File: src/rtl/pd_osd_pkg.sv
package pd_osd_pkg;

   localparam int SYM_W    = 5;
   localparam int NUM_SYMS = 4;
   localparam int WIN_W    = SYM_W * NUM_SYMS;
   localparam int NUM_SETS = 5;
   localparam int NIB_W    = 4;

   localparam logic [SYM_W-1:0] K_SYNC1 = 5'b11000;
   localparam logic [SYM_W-1:0] K_SYNC2 = 5'b10001;
   localparam logic [SYM_W-1:0] K_SYNC3 = 5'b00110;
   localparam logic [SYM_W-1:0] K_RST1  = 5'b00111;
   localparam logic [SYM_W-1:0] K_RST2  = 5'b11001;
   localparam logic [SYM_W-1:0] K_EOP   = 5'b01101;

   typedef enum logic [2:0] {
      OS_SOP    = 3'd0,
      OS_SOP_P  = 3'd1,
      OS_SOP_PP = 3'd2,
      OS_HARD   = 3'd3,
      OS_CABLE  = 3'd4
   } os_type_e;

   typedef enum logic [1:0] {
      ST_WAIT_IDLE = 2'd0,
      ST_HUNT      = 2'd1,
      ST_DATA      = 2'd2
   } osd_state_e;

   // Oldest symbol sits in the low bits of the pattern.
   function automatic logic [WIN_W-1:0] set_pattern(input int idx);
      case (idx)
         0:       return {K_SYNC2, K_SYNC1, K_SYNC1, K_SYNC1};
         1:       return {K_SYNC3, K_SYNC3, K_SYNC1, K_SYNC1};
         2:       return {K_SYNC3, K_SYNC1, K_SYNC3, K_SYNC1};
         3:       return {K_RST2,  K_RST1,  K_RST1,  K_RST1};
         default: return {K_SYNC3, K_RST1,  K_SYNC1, K_RST1};
      endcase
   endfunction

   // Returns {valid, nibble}.
   function automatic logic [NIB_W:0] decode_data(input logic [SYM_W-1:0] c);
      case (c)
         5'b11110: return {1'b1, 4'h0};
         5'b01001: return {1'b1, 4'h1};
         5'b10100: return {1'b1, 4'h2};
         5'b10101: return {1'b1, 4'h3};
         5'b01010: return {1'b1, 4'h4};
         5'b01011: return {1'b1, 4'h5};
         5'b01110: return {1'b1, 4'h6};
         5'b01111: return {1'b1, 4'h7};
         5'b10010: return {1'b1, 4'h8};
         5'b10011: return {1'b1, 4'h9};
         5'b10110: return {1'b1, 4'hA};
         5'b10111: return {1'b1, 4'hB};
         5'b11010: return {1'b1, 4'hC};
         5'b11011: return {1'b1, 4'hD};
         5'b11100: return {1'b1, 4'hE};
         5'b11101: return {1'b1, 4'hF};
         default:  return {1'b0, 4'h0};
      endcase
   endfunction

endpackage

File: src/rtl/osd_window.sv
module osd_window #(
   parameter int WIDTH = 20
) (
   input  logic             clk,
   input  logic             rst_n,
   input  logic             shift_en,
   input  logic             clear_cnt,
   input  logic             bit_in,
   output logic [WIDTH-1:0] win_next,
   output logic             full_next
);
   localparam int CNT_W = $clog2(WIDTH + 1);

   logic [WIDTH-1:0] win_q;
   logic [CNT_W-1:0] fill_q;

   generate
      if (WIDTH < 2) begin : g_bad_width
         $error("osd_window: WIDTH must be at least 2");
      end
   endgenerate

   // Newest bit enters at the top; the oldest bit leaves at bit 0.
   assign win_next  = {bit_in, win_q[WIDTH-1:1]};
   assign full_next = (fill_q >= CNT_W'(WIDTH - 1));

   always_ff @(posedge clk or negedge rst_n) begin
      if (!rst_n) begin
         win_q <= '0;
      end else if (shift_en) begin
         win_q <= win_next;
      end
   end

   always_ff @(posedge clk or negedge rst_n) begin
      if (!rst_n) begin
         fill_q <= '0;
      end else if (clear_cnt) begin
         fill_q <= '0;
      end else if (shift_en && (fill_q != CNT_W'(WIDTH))) begin
         fill_q <= fill_q + 1'b1;
      end
   end

endmodule

File: src/rtl/osd_set_match.sv
module osd_set_match
   import pd_osd_pkg::*;
#(
   parameter int MIN_MATCH = 3
) (
   input  logic [WIN_W-1:0] win,
   output logic             any_hit,
   output os_type_e         hit_type
);
   logic [NUM_SETS-1:0] hit;

   generate
      if (MIN_MATCH < 1 || MIN_MATCH > NUM_SYMS) begin : g_bad_min
         $error("osd_set_match: MIN_MATCH out of range");
      end
      for (genvar s = 0; s < NUM_SETS; s++) begin : g_set
         localparam logic [WIN_W-1:0] PAT = set_pattern(s);
         logic [NUM_SYMS-1:0] eq;
         for (genvar k = 0; k < NUM_SYMS; k++) begin : g_sym
            assign eq[k] = (win[k*SYM_W +: SYM_W] == PAT[k*SYM_W +: SYM_W]);
         end
         if (MIN_MATCH == NUM_SYMS) begin : g_exact
            assign hit[s] = &eq;
         end else begin : g_tolerant
            assign hit[s] = ($countones(eq) >= MIN_MATCH);
         end
      end
   endgenerate

   // Lowest index wins: scan downward so the last assignment is the lowest.
   always_comb begin
      hit_type = OS_SOP;
      for (int s = NUM_SETS - 1; s >= 0; s--) begin
         if (hit[s]) hit_type = os_type_e'(3'(s));
      end
   end

   assign any_hit = |hit;

endmodule

File: src/rtl/osd_sym_decode.sv
module osd_sym_decode
   import pd_osd_pkg::*;
(
   input  logic [SYM_W-1:0] sym,
   output logic             is_data,
   output logic             is_eop,
   output logic [NIB_W-1:0] nibble
);
   logic [NIB_W:0] dec;

   assign dec     = decode_data(sym);
   assign is_data = dec[NIB_W];
   assign nibble  = dec[NIB_W-1:0];
   assign is_eop  = (sym == K_EOP);

endmodule

File: src/rtl/pd_ordset_detector.sv
module pd_ordset_detector
   import pd_osd_pkg::*;
#(
   parameter int MIN_MATCH = 3
) (
   input  logic       clk,
   input  logic       rst_n,
   input  logic       enable,
   input  logic       line_idle,
   input  logic       rx_bit,
   input  logic       rx_bit_valid,
   output logic       sop_valid,
   output logic [2:0] sop_type,
   output logic       data_valid,
   output logic [3:0] data_nibble,
   output logic       eop_seen,
   output logic       sym_err
);
   localparam int DCNT_W = $clog2(SYM_W);

   osd_state_e        state_q;
   logic [WIN_W-1:0]  win_next;
   logic              full_next;
   logic              any_hit;
   os_type_e          hit_type;
   logic [DCNT_W-1:0] dcnt_q;
   logic              dec_data;
   logic              dec_eop;
   logic [NIB_W-1:0]  dec_nib;
   logic              sym_done;

   osd_window #(.WIDTH(WIN_W)) u_window (
      .clk       (clk),
      .rst_n     (rst_n),
      .shift_en  (rx_bit_valid),
      .clear_cnt (state_q != ST_HUNT),
      .bit_in    (rx_bit),
      .win_next  (win_next),
      .full_next (full_next)
   );

   osd_set_match #(.MIN_MATCH(MIN_MATCH)) u_match (
      .win      (win_next),
      .any_hit  (any_hit),
      .hit_type (hit_type)
   );

   osd_sym_decode u_decode (
      .sym     (win_next[WIN_W-1 -: SYM_W]),
      .is_data (dec_data),
      .is_eop  (dec_eop),
      .nibble  (dec_nib)
   );

   assign sym_done = (dcnt_q == DCNT_W'(SYM_W - 1));

   always_ff @(posedge clk or negedge rst_n) begin
      if (!rst_n) begin
         state_q     <= ST_WAIT_IDLE;
         dcnt_q      <= '0;
         sop_valid   <= 1'b0;
         sop_type    <= 3'd0;
         data_valid  <= 1'b0;
         data_nibble <= 4'h0;
         eop_seen    <= 1'b0;
         sym_err     <= 1'b0;
      end else begin
         sop_valid  <= 1'b0;
         data_valid <= 1'b0;
         eop_seen   <= 1'b0;
         sym_err    <= 1'b0;
         if (!enable) begin
            state_q <= ST_WAIT_IDLE;
         end else begin
            case (state_q)
               ST_WAIT_IDLE: begin
                  if (line_idle) state_q <= ST_HUNT;
               end
               ST_HUNT: begin
                  if (rx_bit_valid && full_next && any_hit) begin
                     sop_valid <= 1'b1;
                     sop_type  <= hit_type;
                     dcnt_q    <= '0;
                     state_q   <= (hit_type == OS_HARD || hit_type == OS_CABLE)
                                  ? ST_WAIT_IDLE : ST_DATA;
                  end
               end
               ST_DATA: begin
                  if (rx_bit_valid) begin
                     if (sym_done) begin
                        dcnt_q <= '0;
                        if (dec_data) begin
                           data_valid  <= 1'b1;
                           data_nibble <= dec_nib;
                        end else if (dec_eop) begin
                           eop_seen <= 1'b1;
                           state_q  <= ST_WAIT_IDLE;
                        end else begin
                           sym_err <= 1'b1;
                           state_q <= ST_WAIT_IDLE;
                        end
                     end else begin
                        dcnt_q <= dcnt_q + 1'b1;
                     end
                  end
               end
               default: state_q <= ST_WAIT_IDLE;
            endcase
         end
      end
   end

   // events are exclusive and each one follows a strobed bit.
   a_r11_one_event: assert property (@(posedge clk) disable iff (!rst_n)
      $onehot0({sop_valid, data_valid, eop_seen, sym_err}));

   a_r11_needs_strobe: assert property (@(posedge clk) disable iff (!rst_n)
      (sop_valid || data_valid || eop_seen || sym_err) |-> $past(rx_bit_valid));

   // a disabled edge yields no event in the next cycle.
   a_r1_quiet_when_off: assert property (@(posedge clk) disable iff (!rst_n)
      !enable |=> !(sop_valid || data_valid || eop_seen || sym_err));

   // reported kind is always one of the five defined codes.
   a_r4_type_range: assert property (@(posedge clk) disable iff (!rst_n)
      sop_valid |-> (sop_type <= 3'd4));

   // an exact packet-start window in the hunt is always taken as type 0.
   a_r5_exact_sop: assert property (@(posedge clk) disable iff (!rst_n)
      (enable && state_q == ST_HUNT && rx_bit_valid && full_next &&
       win_next == set_pattern(0)) |=> (sop_valid && sop_type == 3'd0));

   // nibbles only come out while in the data phase.
   a_r7_data_in_phase: assert property (@(posedge clk) disable iff (!rst_n)
      data_valid |-> (state_q == ST_DATA));

   // end code and bad code both leave the data phase.
   a_r8_eop_ends: assert property (@(posedge clk) disable iff (!rst_n)
      eop_seen |-> (state_q == ST_WAIT_IDLE));

   a_r9_err_ends: assert property (@(posedge clk) disable iff (!rst_n)
      sym_err |-> (state_q == ST_WAIT_IDLE));

   // reset kinds never open a data phase.
   a_r10_reset_no_data: assert property (@(posedge clk) disable iff (!rst_n)
      (sop_valid && sop_type >= 3'd3) |-> (state_q == ST_WAIT_IDLE));

endmodule

File: config.mk
export PLATFORM = sky130hd
export DESIGN_NAME = pd_ordset_detector
export DESIGN_NICKNAME = d
export VERILOG_FILES = /design/src/rtl/pd_osd_pkg.sv /design/src/rtl/osd_window.sv /design/src/rtl/osd_set_match.sv /design/src/rtl/osd_sym_decode.sv /design/src/rtl/pd_ordset_detector.sv
export SDC_FILE = /design/constraint.sdc
export NUM_CORES = 1
export LEC_CHECK = 0
export ABC_AREA = 1
export BUFFER_PORTS_ARGS = -buffer_cell sky130_fd_sc_hd__buf_2
export CORE_ASPECT_RATIO = 0.8
export CORE_MARGIN = 2
export CORE_UTILIZATION = 55
export DETAILED_ROUTE_END_ITERATION = 10
export PLACE_DENSITY = 0.74
export SLEW_MARGIN = 40
export SYNTH_ARGS = -nofsm -noshare
export SYNTH_HDL_FRONTEND = slang
export SYNTH_SLANG_ARGS = --single-unit
File: constraint.sdc
create_clock -name clk -period 5.5 [get_ports clk]
set_input_delay 0.55 -clock clk [delete_from_list [all_inputs] [get_ports clk]]
set_output_delay 0.55 -clock clk [all_outputs]
set_load 0.03 [all_outputs]
Yosys cells after proc, flatten, opt, wreduce, memory -nomap -nowiden --
Memories as Yosys holds them, arrays and structs flattened. Index checks and enable logic that the tools add are counted.
Cells by class: $add $sub $neg 16, $lt $le $gt $ge 6, equality and inequality tests 26, multiplexer cells 39, reduce and logical (&&, ||, !) cells 12
Operators with widths (number):
- 32-bit by 3-bit >= comparator with 1-bit output, second input constant | 5
- 32-bit adder | 4
- 2-bit by 32-bit adder with 32-bit output | 1
- 5-bit by 3-bit == test with 1-bit output, second input constant | 6
- 5-bit == test, second input constant | 5
- 3-bit 2-to-1 mux | 8
- 1-bit 2-to-1 mux | 20
- 1-bit by 1-bit adder with 2-bit output | 9
- 3-bit != test, second input constant | 5
- 2-bit 2-to-1 mux | 7
- 5-bit 2-to-1 mux | 2
- 5-bit AND reduction | 2
- 3-bit == test, second input constant | 2
- 2-bit case mux with 3 select lines | 1
- 3-bit case mux with 2 select lines | 1
- 5-bit by 1-bit adder with 5-bit output, second input constant | 1
- 5-bit by 4-bit == test with 1-bit output, second input constant | 1
- 5-bit >= comparator, second input constant | 1
- 5-bit != test, second input constant | 1
- 5-bit OR reduction | 1
- 2-bit != test, second input constant | 2
- 4-bit AND reduction | 1
- 2-bit nonzero test | 2
- 3-bit by 1-bit adder with 3-bit output, second input constant | 1
- 8 further kinds | 10
Storage, ports and cells: register bits after elaboration 41, bits in read-only memories 160, input port bits 6, word-level logic and storage cells 110, memories 1
Memory list:
- (no name shown) | depth 32, width 5, rd ports 1, clocked after Yosys merged registers in 0, wr ports 0, RTL line pd_osd_pkg.sv:43 | case (c)

Depth between registers and ports, before layout --
depth in word-level cells 15, depth in mapped cells 17, mapped depth without buffers 17

By module --
Synthesis repeated with hierarchy kept, for this count alone.
Unflattened totals: cell total of the unflattened synthesis 324, area total of the unflattened synthesis 2568.7 um^2
Modules (own cells, without submodules):
- osd_window | instances 1, cells each 112, area each 1032.2 um^2, seq. area each 600.6 um^2
- pd_ordset_detector | instances 1, cells each 94, area each 774.5 um^2, seq. area each 400.4 um^2
- osd_set_match | instances 1, cells each 85, area each 580.6 um^2, seq. area each 0.0 um^2
- osd_sym_decode | instances 1, cells each 33, area each 181.4 um^2, seq. area each 0.0 um^2

Least setup slack after synthesis --
OpenSTA, ideal clock, no wires.
path type in2reg, start point input rx_bit, end point register dcnt_q[0], setup time 0.117 ns, arrival time 2.604 ns, required time 5.383 ns, setup slack 2.779 ns, stages 14, buffers on the path 1, cells stage by stage buf_4 -> nor3_1 -> ha_1 -> ha_1 -> fa_1 -> nand2_1 -> nand2_1 -> nor2_1 -> nand3_1 -> nand3_2 -> nand2_1 -> nand2_1 -> nand2_1 -> nand2_1
Between the ends: longest elaborated chain between the ends 8, elaborated cells on any way between the ends 22, classes of those cells add/sub: 10; order compare: 5; eq/ne: 4; reduce/logical: 3
RTL lines:
- start: declaration | RTL line pd_ordset_detector.sv:10 | input logic rx_bit,
- 5-bit == test / 5-bit by 3-bit == test with 1-bit output (equally long branches) | RTL line osd_set_match.sv:20 | assign eq[k] = (win[k*SYM_W +: SYM_W] == PAT[k*SYM_W +: SYM_W]);
- 1-bit by 1-bit adder with 2-bit output (not written as such) | RTL line osd_set_match.sv:25 | assign hit[s] = ($countones(eq) >= MIN_MATCH);
- 2-bit by 32-bit adder with 32-bit output (not written as such) / 32-bit adder (equally long branches) | RTL line osd_set_match.sv:25
- 32-bit by 3-bit >= comparator with 1-bit output | RTL line osd_set_match.sv:25
- 5-bit OR reduction * | RTL line osd_set_match.sv:38 | assign any_hit = |hit;
- 1-bit logical AND * | RTL line pd_ordset_detector.sv:80 | if (rx_bit_valid && full_next && any_hit) begin
- 2-bit != test (no line) *
- 4-bit AND reduction (no line) *
- end signal: assignment | RTL line pd_ordset_detector.sv:103 | dcnt_q <= dcnt_q + 1'b1;
- end: declaration | RTL line pd_ordset_detector.sv:26 | logic [DCNT_W-1:0] dcnt_q;
Every way passes the cells marked *; elsewhere a longest branch is shown, timed or not. A chain may end at the register's enable or synchronous reset.

Worst setup path after layout --
start point register u_window.win_q[18], end point register dcnt_q[2]
Between the ends: longest elaborated chain between the ends 8, elaborated cells on any way between the ends 22, classes of those cells add/sub: 10; order compare: 5; eq/ne: 4; reduce/logical: 3
RTL lines:
- start: declaration | RTL line osd_window.sv:14 | logic [WIDTH-1:0] win_q;
- start signal: assignment | RTL line osd_window.sv:31 | win_q <= win_next;
- 5-bit == test / 5-bit by 3-bit == test with 1-bit output (equally long branches) | RTL line osd_set_match.sv:20
- 1-bit by 1-bit adder with 2-bit output (not written as such) | RTL line osd_set_match.sv:25
- 2-bit by 32-bit adder with 32-bit output (not written as such) / 32-bit adder (equally long branches) | RTL line osd_set_match.sv:25
- 32-bit by 3-bit >= comparator with 1-bit output | RTL line osd_set_match.sv:25
- 5-bit OR reduction * | RTL line osd_set_match.sv:38
- 1-bit logical AND * | RTL line pd_ordset_detector.sv:80
- 2-bit != test (no line) *
- 4-bit AND reduction (no line) *
Marks and branches as above.

==> results.py <==
metrics = {
    "pwr": {
        "p_per_area_nw_per_um2": 246,
        "p_leak_uw": 0.00138,
        "worst_ir_drop_vdd_uv": 141,
    },
    "detailed_routing": {
        "routed_wl_mm": 4.73,
        "drc": 0,
        "routedWlPerCell_um": 12.6,
        "ant_nets": 0,
        "drtIter0Drc": 100,
        "vias": 1944,
        "routed_via_density": 5.17,
        "first_pass_iters": 4,
    },
    "placement": {
        "gp_congestion": 0.918,
        "postPlaceCellArea_um2": 2580,
        "port_buffers": 16,
        "dp.cells": 371,
        "place_hpwl_mm": 3.57,
    },
    "floorplan": {
        "rows": 21,
        "io_pins": 17,
        "start_util_pct": 58.2,
        "die_x_um": 78.8,
        "die_area_um2": 5030,
        "dieHeight_um": 63.8,
        "coreArea_um2": 4230,
    },
    "critical_path": {
        "critPathMaxFanout": 9,
        "required_ps": 5680,
        "crit_arrival_ps": 3180,
        "endpoint_kind": "register",
        "critPathLaunchType": "register",
        "crit_type": "register to register",
    },
    "timing": {
        "setup_viol": 0,
        "clock_skew_ps": 3.78,
        "period_share_pct": 54.5,
        "timing_hold_violations_final": 0,
        "finalSetupTns_ps": 0,
        "max_freq_ghz": 0.334,
        "slew_violations": 0,
        "relSlewSlack_pct": 61.8,
        "min_period_ps": 3000,
        "rsz0062_at_grt": "no",
        "tightest_slew_ps": 573,
    },
    "final_layout": {
        "fin_nets": 350,
        "final_util_pct": 62.7,
        "drive_above_1_share_pct": 11.9,
        "final_common_cell": "nand2_1",
        "seq_area_um2": 1000,
        "design_area_um2": 2650,
        "n_antenna_cell": 0,
        "multi_input_area_um2": 1230,
        "layout_common_cells": "nand2_1 (77), inv_1 (48), dfrtp_1 (40), o21ai_0 (31), ha_1 (18)",
        "areaGrowthSynthToFinish_pct": 7.78,
        "layoutNonFillerInstCount": 376,
        "fillers": 372,
    },
    "grt": {
        "grt.total_usage_pct": 21.6,
        "grt-ovfl-total": 0,
        "antenna_found_initial": 0,
        "grt_pass1_wl_mm": 8.42,
        "grt_max_degree": 41,
        "grt_pass1_vias": 1840,
    },
    "synth": {
        "syn_nets": 333,
        "yosysWarnings": 0,
        "synth_cells": 304,
        "syn_area_per_cell_um2": 8.10,
        "syn-cell-area_um2": 2460,
        "ys_types": 34,
        "ys_ff_latch": 40,
        "seq_area_frac_synth_pct": 40.7,
    },
    "clocking": {
        "cts_made_buffers": 5,
        "post_cts_buffers": 0,
        "cts_resized": 0,
        "ctsHoldBuffers": 0,
        "cts_sinks": 40,
        "cts.root.buffer_cell": "clkbuf_8",
        "cts_max_path_buffers": 2,
        "cts-htree-levels": 2,
        "clk_latency_ps": 290,
        "tritoncts": "built",
        "path_clk_slew_ps": 70,
    },
    "flow_run": {
        "maxCapViolations": 0,
    },
    "hold_path": {
        "hold_class": "primary input to async pin",
    },
    "run_status": {
        "status": "complete, no violations",
    },
}
-- stage by stage --
stage	power, uW	hold slack, ps	setup slack (ps)
6_report	652	230	2500
3_3_place_gp	479	453	2510
4_1_cts	659	243	2520
3_5_place_dp	484	461	2420
2_1_floorplan	449	254	2780
5_1_grt	695	268	2190
-- area by class of cell --
class / instances / share of cell area [%]
clock buffer: 5 / 2.59
multi-input combinational: 207 / 46.6
timing repair buffer: 16 / 3.11
inverter: 51 / 7.31
sequential: 40 / 37.7
tap: 57 / 2.69
-- cell families after synthesis --
kind of cell	synth area share [%]
DFF	40.7
and+or+nand+nor	26.5
buffers and inverters	9.15
adders and majority gates	13.2
xor gates and xnor gates	1.42
AOI/OAI and AO/OA	9.05
-- metal layers --
metal | track usage, % | vias up | part of all wire [%]
met3 | 5.23 | 10 | 4.8
met2 | 33.1 | 37 | 45
li1 | - | 1001 | -
met5 | 0 | - | 0
met1 | 29.9 | 896 | 49
met4 | 8.11 | 0 | 1.6
-- worst max-delay path, stage by stage (launching register included) --
cell	delay, ps
dfrtp_1	530
nand3_1	130
nor3_1	390
ha_1	320
ha_1	180
inv_1	70
fa_1	420
inv_1	70
nand2_1	50
nand2_1	90
nor2_2	60
nand3_1	100
nand3_2	130
nand2_1	150
nand2_1	90
nand2_1	60
nand2_1	40
-- flip-flops by register name, indices dropped and copies added (netlist names) --
register,cells
sym_err,1
state_q,2
sop_type,3
data_nibble,4
dcnt_q,3
sop_valid,1
data_valid,1
eop_seen,1
u_window.fill_q,5
u_window.win_q,19
-- report_power, final --
| group | internal (uW) | switching [uW] |
|---|---|---|
| clock | 81.7 | 90.7 |
| combinational | 39.1 | 83.8 |
| sequential | 325 | 32.5 |
-- synthesized netlist by cell type (all sizes together) --
library cell / n / area (um^2)
nand2: 81 / 319
nand4: 5 / 31.3
nor3b: 1 / 7.51
a21boi: 1 / 7.51
nand3: 18 / 105
buf: 4 / 23.8
nor2: 19 / 92.6
o21ai: 32 / 164
dfrtp: 40 / 1000
a21oi: 5 / 28.8
fa: 5 / 100
clkbuf: 2 / 7.51
nor3: 9 / 45.0
nand3b: 1 / 7.51
xnor2: 2 / 17.5
o2111ai: 1 / 8.76
xor2: 2 / 17.5
ha: 18 / 225
nor4: 5 / 43.8
a31oi: 1 / 6.26
o21bai: 1 / 7.51
inv: 51 / 194
-- path summary, 6_finish.rpt --
check	start	endpoint	slack [ps]	cells past startpoint
worst min register to register	data_nibble[2]	data_nibble[2]	470	2
worst max register to register	u_window.win_q[18]	dcnt_q[2]	2500	16
min in group clk	data_nibble[2]	data_nibble[2]	470	2
worst min-delay path	rst_n	u_window.win_q[12]	230	1
max in group asynchronous	rst_n	sop_type[1]	4920	1
worst max-delay path	u_window.win_q[18]	dcnt_q[2]	2500	16
No activity file was read; power rests on OpenSTA's default activity.
